### src/rtl/tsel_pkg.sv
package tsel_pkg;
  // Issue class of one thread in the current cycle
  typedef enum logic [1:0] {
    CAND_NONE = 2'd0,  // blocked
    CAND_NORM = 2'd1,  // ordinary candidate
    CAND_SPEC = 2'd2,  // speculative candidate after a load
    CAND_HOLD = 2'd3   // held on a load hazard
  } cand_e;

  function automatic cand_e classify(input logic blocked, input logic in_win,
                                     input logic dep);
    if (blocked)     return CAND_NONE;
    else if (!in_win) return CAND_NORM;
    else if (dep)    return CAND_HOLD;
    else             return CAND_SPEC;
  endfunction
endpackage

### src/rtl/tsel_lru.sv
module tsel_lru #(
  parameter int N = 4
) (
  input  logic                 clk,
  input  logic                 rst_n,
  input  logic [N-1:0]         fetch_req,
  input  logic [N-1:0]         norm_req,
  input  logic [N-1:0]         spec_req,
  input  logic                 upd_en,
  input  logic [N-1:0]         upd_sel,
  output logic [N-1:0]         fetch_pick,
  output logic [N-1:0]         issue_pick,
  output logic [N*((N>1)?$clog2(N):1)-1:0] rank_flat
);
  localparam int RW = (N > 1) ? $clog2(N) : 1;

  logic [RW-1:0] rk [N];
  logic [RW-1:0] upd_rank;

  // Lowest rank among requesters wins (rank 0 = issued longest ago)
  function automatic logic [N-1:0] pick_oldest(input logic [N-1:0] req,
                                               input logic [N*RW-1:0] rf);
    logic [N-1:0]  sel;
    logic [RW-1:0] best;
    logic          found;
    sel   = '0;
    best  = '0;
    found = 1'b0;
    for (int i = 0; i < N; i++) begin
      if (req[i] && (!found || rf[i*RW +: RW] < best)) begin
        sel    = '0;
        sel[i] = 1'b1;
        best   = rf[i*RW +: RW];
        found  = 1'b1;
      end
    end
    return sel;
  endfunction

  always_comb begin
    upd_rank = '0;
    for (int i = 0; i < N; i++)
      if (upd_sel[i]) upd_rank = upd_rank | rk[i];
  end

  assign fetch_pick = pick_oldest(fetch_req, rank_flat);
  assign issue_pick = (|norm_req) ? pick_oldest(norm_req, rank_flat)
                                  : pick_oldest(spec_req, rank_flat);

  for (genvar g = 0; g < N; g++) begin : g_rank
    always_ff @(posedge clk or negedge rst_n) begin
      if (!rst_n)
        rk[g] <= RW'(g);
      else if (upd_en) begin
        if (upd_sel[g])
          rk[g] <= RW'(N - 1);
        else if (rk[g] > upd_rank)
          rk[g] <= rk[g] - 1'b1;
      end
    end
    assign rank_flat[g*RW +: RW] = rk[g];
  end
endmodule

### src/rtl/tsel_loadtrack.sv
module tsel_loadtrack #(
  parameter int N   = 4,
  parameter int LAT = 3
) (
  input  logic                          clk,
  input  logic                          rst_n,
  input  logic [N-1:0]                  issue_sel,
  input  logic                          issue_is_load,
  input  logic                          miss_valid,
  input  logic [((N>1)?$clog2(N):1)-1:0] miss_tid,
  output logic [N-1:0]                  in_window,
  output logic [N-1:0]                  spec_flag,
  output logic                          flush_valid,
  output logic [((N>1)?$clog2(N):1)-1:0] flush_tid
);
  localparam int TW = (N > 1) ? $clog2(N) : 1;
  localparam int WW = $clog2(LAT + 1);
  localparam logic [WW-1:0] WIN_START = WW'(LAT - 1);

  for (genvar t = 0; t < N; t++) begin : g_thr
    logic [WW-1:0] win;
    logic          spec;
    logic          miss_here;

    assign miss_here = miss_valid && (miss_tid == TW'(t));

    always_ff @(posedge clk or negedge rst_n) begin
      if (!rst_n) begin
        win  <= '0;
        spec <= 1'b0;
      end else if (miss_here) begin
        win  <= '0;
        spec <= 1'b0;
      end else if (issue_sel[t] && issue_is_load) begin
        win  <= WIN_START;
        spec <= (win != '0);
      end else if (win != '0) begin
        win  <= win - 1'b1;
        spec <= (win == WW'(1)) ? 1'b0 : (spec | issue_sel[t]);
      end
    end

    assign in_window[t] = (win != '0);
    assign spec_flag[t] = spec;
  end

  assign flush_valid = miss_valid && spec_flag[miss_tid];
  assign flush_tid   = miss_tid;
endmodule

### src/rtl/thread_picker.sv
module thread_picker #(
  parameter int N   = 4,
  parameter int LAT = 3
) (
  input  logic                          clk,
  input  logic                          rst_n,
  input  logic [N-1:0]                  inst_valid,
  input  logic [N-1:0]                  buf_space,
  input  logic [N-1:0]                  miss_wait,
  input  logic [N-1:0]                  trap_pend,
  input  logic [N-1:0]                  need_unit,
  input  logic                          unit_busy,
  input  logic [N-1:0]                  dep_load,
  input  logic                          issue_is_load,
  input  logic                          miss_valid,
  input  logic [((N>1)?$clog2(N):1)-1:0] miss_tid,
  output logic [N-1:0]                  fetch_sel,
  output logic [N-1:0]                  issue_sel,
  output logic                          flush_valid,
  output logic [((N>1)?$clog2(N):1)-1:0] flush_tid
);
  import tsel_pkg::*;
  localparam int RW = (N > 1) ? $clog2(N) : 1;

  // Named internal events for the checker
  logic [N-1:0]    in_window;
  logic [N-1:0]    spec_flag;
  logic [N-1:0]    norm_req;
  logic [N-1:0]    spec_req;
  logic [N-1:0]    fetch_req;
  logic [N*RW-1:0] rank_flat;
  logic            issue_fire;
  cand_e           cls [N];

  for (genvar t = 0; t < N; t++) begin : g_cls
    logic blocked;
    assign blocked     = !inst_valid[t] || miss_wait[t] || trap_pend[t] ||
                         (need_unit[t] && unit_busy);
    assign cls[t]      = classify(blocked, in_window[t], dep_load[t]);
    assign norm_req[t] = (cls[t] == CAND_NORM);
    assign spec_req[t] = (cls[t] == CAND_SPEC);
  end

  assign fetch_req  = buf_space & ~miss_wait & ~trap_pend;
  assign issue_fire = |issue_sel;

  tsel_lru #(.N(N)) u_lru (
    .clk        (clk),
    .rst_n      (rst_n),
    .fetch_req  (fetch_req),
    .norm_req   (norm_req),
    .spec_req   (spec_req),
    .upd_en     (issue_fire),
    .upd_sel    (issue_sel),
    .fetch_pick (fetch_sel),
    .issue_pick (issue_sel),
    .rank_flat  (rank_flat)
  );

  tsel_loadtrack #(.N(N), .LAT(LAT)) u_ld (
    .clk           (clk),
    .rst_n         (rst_n),
    .issue_sel     (issue_sel),
    .issue_is_load (issue_is_load),
    .miss_valid    (miss_valid),
    .miss_tid      (miss_tid),
    .in_window     (in_window),
    .spec_flag     (spec_flag),
    .flush_valid   (flush_valid),
    .flush_tid     (flush_tid)
  );
endmodule

### config.mk
export PLATFORM = sky130hd
export DESIGN_NAME = thread_picker
export DESIGN_NICKNAME = d
export VERILOG_FILES = /design/src/rtl/tsel_pkg.sv /design/src/rtl/tsel_lru.sv /design/src/rtl/tsel_loadtrack.sv /design/src/rtl/thread_picker.sv
export SDC_FILE = /design/constraint.sdc
export NUM_CORES = 1
export LEC_CHECK = 0
export BUFFER_PORTS_ARGS = -buffer_cell sky130_fd_sc_hd__buf_4
export CORE_MARGIN = 4
export CORE_UTILIZATION = 55
export CTS_CLUSTER_DIAMETER = 50
export DETAILED_ROUTE_END_ITERATION = 6
export PLACE_DENSITY = 0.79
export SETUP_SLACK_MARGIN = 0.3
export SLEW_MARGIN = 10
export SYNTH_ARGS = -nofsm -noshare
export SYNTH_HDL_FRONTEND = slang
export SYNTH_HIERARCHICAL = 1
export SYNTH_SLANG_ARGS = --single-unit
### constraint.sdc
create_clock -name clk -period 8.5 [get_ports clk]
set_input_delay 2.125 -clock clk [delete_from_list [all_inputs] [get_ports clk]]
set_output_delay 2.125 -clock clk [all_outputs]
set_load 0.005 [all_outputs]
Word level (Yosys, flattened, before mapping)
Index checks and enable logic that the tools add are counted.
- flip-flop bits (word level): 20
- bits of input ports: 31
- output and inout port bits: 11
- word-level logic and storage cells: 220
- $add $sub $neg: 8
- $lt $le $gt $ge: 14
- equality and inequality tests: 15
- multiplexer cells: 85
- bitwise operators: 11
- reduce and logical (&&, ||, !) cells: 75
- operators by type and width (operator ; count):
    two-way mux 2 bit ; 43
    two-way mux 1 bit ; 33
    two-way mux 4 bit ; 6
    logical AND 1 bit ; 22
    logical OR 1 bit ; 21
    == test 2 x 1 -> 1 bit, second input constant ; 9
    less-than comparator 2 bit ; 9
    nonzero test 2 bit ; 8
    subtractor 2 x 1 -> 2 bit, second input constant ; 8
    logical NOT 1 bit ; 13
    == test 2 bit, second input constant ; 6
    nonzero test 3 bit ; 4
    AND 4 bit ; 2
    greater-than comparator 2 bit ; 4
    NOT 4 bit ; 2
    AND reduction 2 bit ; 4
    OR reduction 4 bit ; 2
    two-way mux 3 bit ; 2
    OR 2 bit ; 3
    OR 1 bit ; 4
    less-than comparator 2 x 3 -> 1 bit, second input constant ; 1
    binary-select mux 1 bit (select 2 bit) ; 1
    logical NOT 2 bit ; 1

Longest topological paths before layout
- word-level depth: 30
- depth in mapped cells: 31
- depth with buffers taken out: 31

Cells and area by module
The synthesis kept the hierarchy.
- modules (own cells, without submodules) (module ; instances ; cells an instance ; area each (sq um) ; seq. area each (sq um)):
    tsel_lru ; 1 ; 159 ; 1214.9 ; 205.2
    tsel_loadtrack ; 1 ; 88 ; 850.8 ; 300.3
    thread_picker ; 1 ; 26 ; 162.7 ; 0.0

Worst setup path after synthesis
OpenSTA, ideal clock, no wires.
- path kind: input port to output port
- from: input port unit_busy
- to: output port issue_sel[3]
- data arrival time: 5.524 ns
- required time: 6.375 ns
- slack: 0.851 ns
- cell stages on the path: 20
- path buffers: 1
- cell sequence: buf_2 a21oi_1 and4_1 nand2_1 ha_1 a21oi_1 o21ai_1 mux2_2 ha_1 o22ai_1 nand2_1 o31a_1 nand2_1 o21ai_1 ha_1 o32ai_1 nand2_1 and2_1 a22o_1 o21ai_1
- longest elaborated chain between the ends: 18
- elaborated cells between the ends (all ways): 60
- those cells by class: order compare: 6; eq/ne: 8; mux: 19; reduce/logical: 27
- RTL lines (item ; RTL line ; text):
    from (decl) ; thread_picker.sv:12 ; input logic unit_busy,
    logical AND 1 bit (*) ; thread_picker.sv:38 ; (need_unit[t] && unit_busy);
    logical OR 1 bit (*) ; thread_picker.sv:37 ; assign blocked = !inst_valid[t] || miss_wait[t] || trap_pend[t] ||
    two-way mux 2 bit (*) ; tsel_pkg.sv:12 ; if (blocked) return CAND_NONE;
    == test 2 bit (*) ; thread_picker.sv:41 ; assign spec_req[t] = (cls[t] == CAND_SPEC);
    named net spec_req[0] ; thread_picker.sv:29 ; logic [N-1:0] spec_req;
    two-way mux 2 bit or two-way mux 1 bit (tied branches) ; tsel_lru.sv:30 ; if (req[i] && (!found || rf[i*RW +: RW] < best)) begin
    less-than comparator 2 bit or logical NOT 1 bit (tied branches) ; tsel_lru.sv:30 ;
    logical OR 1 bit ; tsel_lru.sv:30 ;
    [... 3 more ...] ; - ;
    logical OR 1 bit ; tsel_lru.sv:30 ;
    logical AND 1 bit ; tsel_lru.sv:30 ;
    two-way mux 2 bit or two-way mux 1 bit (tied branches) ; tsel_lru.sv:30 ;
    less-than comparator 2 bit or logical NOT 1 bit (tied branches) ; tsel_lru.sv:30 ;
    logical OR 1 bit (*) ; tsel_lru.sv:30 ;
    logical AND 1 bit (*) ; tsel_lru.sv:30 ;
    two-way mux 4 bit (*) ; tsel_lru.sv:30 ;
    two-way mux 4 bit (*) ; tsel_lru.sv:47 ; assign issue_pick = (|norm_req) ? pick_oldest(norm_req, rank_flat)
    to (decl) ; thread_picker.sv:18 ; output logic [N-1:0] issue_sel,
Mark *: on every way through the listed nets, which the timed path passes. The rest lies on a longest branch.

Worst setup path after layout
- from: input port unit_busy
- to: output port issue_sel[1]
- longest elaborated chain between the ends: 18
- elaborated cells between the ends (all ways): 64
- those cells by class: order compare: 6; eq/ne: 8; mux: 23; reduce/logical: 27
- RTL lines (item ; RTL line):
    logical AND 1 bit (*) ; thread_picker.sv:38
    logical OR 1 bit (*) ; thread_picker.sv:37
    two-way mux 2 bit (*) ; tsel_pkg.sv:12
    == test 2 bit (*) ; thread_picker.sv:41
    named net spec_req[0] ; thread_picker.sv:29
    two-way mux 2 bit or two-way mux 1 bit (tied branches) ; tsel_lru.sv:30
    less-than comparator 2 bit or logical NOT 1 bit (tied branches) ; tsel_lru.sv:30
    logical OR 1 bit ; tsel_lru.sv:30
    [... 3 more ...] ; -
    logical OR 1 bit ; tsel_lru.sv:30
    logical AND 1 bit ; tsel_lru.sv:30
    two-way mux 2 bit or two-way mux 1 bit (tied branches) ; tsel_lru.sv:30
    less-than comparator 2 bit or logical NOT 1 bit (tied branches) ; tsel_lru.sv:30
    logical OR 1 bit ; tsel_lru.sv:30
    logical AND 1 bit ; tsel_lru.sv:30
    two-way mux 4 bit (*) ; tsel_lru.sv:30
    two-way mux 4 bit (*) ; tsel_lru.sv:47
Marks and branches as above.

==> flow_metrics.env <==
export IMPL_worst_r2r_endpoint="u_lru/rank_flat[1]"
export IMPL_cts_hold_fix_buffers=0
export IMPL_htreeDepth=1
export IMPL_initial_core_util_pct=58.3
export IMPL_fin_crit_sh_pct=94.1
export IMPL_holdWs_ns=0.572
export IMPL_worst_pin_slew_ns=0.608
export IMPL_final_core_util_pct=70.7
export IMPL_grt_max_degree=21
export IMPL_tns_ns=0
export IMPL_slew_limit_headroom_pct=59.5
export IMPL_rows=22
export IMPL_cts_tree="built"
export IMPL_critPathRequiredTime_ns=6.38
export IMPL_power_density_nw_per_um2=281
export IMPL_port_buffers=41
export IMPL_p_leak_nw=1.23
export IMPL_arrival_ns=5.88
export IMPL_rrSetupSlack_ns=2.03
export IMPL_avgViaCountPerCell=6.22
export IMPL_ff2ff_path_depth=32
export IMPL_ctsLongestPathBuffers=2
export IMPL_maxSlewViolCount=0
export IMPL_wl_per_cell_um=16.4
export IMPL_coreArea_um2=3770
export IMPL_antenna_left=0
export IMPL_max_vdd_ir_drop_v=0.000182
export IMPL_area_growth_pct=21.3
export IMPL_layout_min_cycle_time_ns=8.00
export IMPL_hp_class="reg2reg"
export IMPL_diodes=0
export IMPL_worstReg2RegStart="u_ld/g_thr[0].win[0]"
export IMPL_cts_sinks=20
export IMPL_clk_pin_slew_ns=0.08
export IMPL_drv_cap=0
export IMPL_nNetsFinal=372
export IMPL_hold_viol_final=0
export IMPL_routed_wirelength_mm=5.95
export IMPL_grt_pass1_wl_mm=9.68
export IMPL_hold_depth=2
export IMPL_layout_drive_gt1_share_pct=26.3
export IMPL_vias=2257
export IMPL_hpwl_mm=4.61
export IMPL_grt_pass1_vias=2154
export IMPL_syn_nets=325
export IMPL_rsz0062_at_grt="no"
export IMPL_critPathCaptureType="output port"
export IMPL_grt_overflow_total=0
export IMPL_drt_first_iter_violations=242
export IMPL_min_to="u_ld/g_thr[0].spec"
export IMPL_die_h_um=71.2
export IMPL_die_area_um2=5070
export IMPL_io_pins=42
export IMPL_yosysWarnings=6
export IMPL_dp_slack_ns=0.523
export IMPL_syn_cell_area_um2=2200
export IMPL_drtPass1Iterations=5
export IMPL_p_total_w=0.000750
export IMPL_gp_congestion=0.838
export IMPL_root_buffer="clkbuf_8"
export IMPL_die_w_um=71.2
export IMPL_syn_inst=269
export IMPL_outcome="completed"
export IMPL_syn_avg_cell_area_um2=8.17
export IMPL_max_freq_mhz=125
export IMPL_worst_path_max_fanout=8
export IMPL_insertion_delay_ns=0.26
export IMPL_grt_usage_pct=23.4
export IMPL_skew_ns=0.00182
export IMPL_worstSetupStartpointType="input pin"
export IMPL_antenna_found_initial=0
export IMPL_min_from="u_ld/g_thr[0].spec"
export IMPL_cts_made_buffers=3
export IMPL_path_class="in2out"
export IMPL_drc=0
export IMPL_fill_cells=294
export IMPL_finalWorstSetupSlack_ns=0.498
export IMPL_final_setup_viol_count=0
[cell usage in the layout (no fill, tap or decap), types with 6 or more instances in the layout]
cell and count:
buf_4 47, nand2_1 38, ha_1 25, nor2_1 21, inv_1 21, a21oi_1 18
o21ai_0 17, dfrtp_1 16, o21ai_1 8, and2_1 6, mux2_2 6
[where the power goes]
| part | leakage (nW) | switching (W) | internal (W) | total, W |
|---|---|---|---|---|
| combinational | 0.951 | 0.000225 | 0.000211 | 0.000435 |
| clock | 0.0357 | 0.0000345 | 0.0000629 | 0.0000974 |
| sequential | 0.243 | 0.0000701 | 0.000147 | 0.000217 |
[timing repair]
action                                  4_1_cts  5_1_grt
endpoints found under the setup margin        0        5
gates resized for setup                       0        6
setup buffers                                 0        0
[layout make-up]
class | count | area (µm²) | area share [%]
Clock inverter | 1 | 30.0 | 1.13
Inverter | 23 | 86.3 | 3.24
Timing Repair Buffer | 47 | 353 | 13.2
Tap cell | 48 | 60.1 | 2.25
Sequential cell | 20 | 505 | 18.9
Clock buffer | 3 | 41.3 | 1.55
Multi-Input combinational cell | 221 | 1590 | 59.7
[worst max path at each step]
stage            startpoint            to  slack, ns  cells after the start
6_report          unit_busy  issue_sel[1]       0.50                     22
5_1_grt           unit_busy  issue_sel[1]       0.29                     22
4_1_cts        miss_wait[0]  issue_sel[1]       0.49                     22
3_5_place_dp   miss_wait[0]  issue_sel[1]       0.52                     22
3_3_place_gp   miss_wait[0]  issue_sel[1]       0.63                     22
2_1_floorplan     unit_busy  issue_sel[3]       0.85                     20
[registers in the layout, indices dropped and copies added, names as in the netlist]
signal and cells:
u_ld/g_thr.spec 4, u_ld/g_thr.win 8, u_lru/rank_flat 8
[metal layers]
layer | share of wire, % | global-route usage, % | vias to the layer above | routed length, µm
li1 | - | - | 1076 | -
met1 | 44 | 31.2 | 1053 | 2630
met2 | 46 | 38.3 | 115 | 2710
met3 | 8.1 | 2.95 | 13 | 479
met4 | 2.1 | 9.39 | 0 | 125
met5 | 0 | 0 | - | 0
[metrics by stage]
step | cells | cell area (µm²)
6_report | 363 | 2670
3_3_place_gp | 359 | 2570
2_1_floorplan | 269 | 2200
4_1_cts | 363 | 2650
5_1_grt | 363 | 2670
3_5_place_dp | 359 | 2570
[worst max-delay path, stage by stage]
cell and delay (ns):
buf_4 0.14, a21oi_1 0.12, and4_4 0.28, nand2_1 0.08, ha_1 0.30, a21oi_1 0.06, o21ai_1 0.22, mux2_2 0.39
ha_1 0.28, o22ai_1 0.14, nand2_1 0.10, o31a_1 0.17, nand2_1 0.09, o21ai_1 0.06, ha_1 0.28, o32ai_1 0.12
nand2_1 0.10, and2_1 0.16, a22o_1 0.22, nand3_1 0.15, o22ai_1 0.13, buf_4 0.16
(Power assumes the default switching activity.)
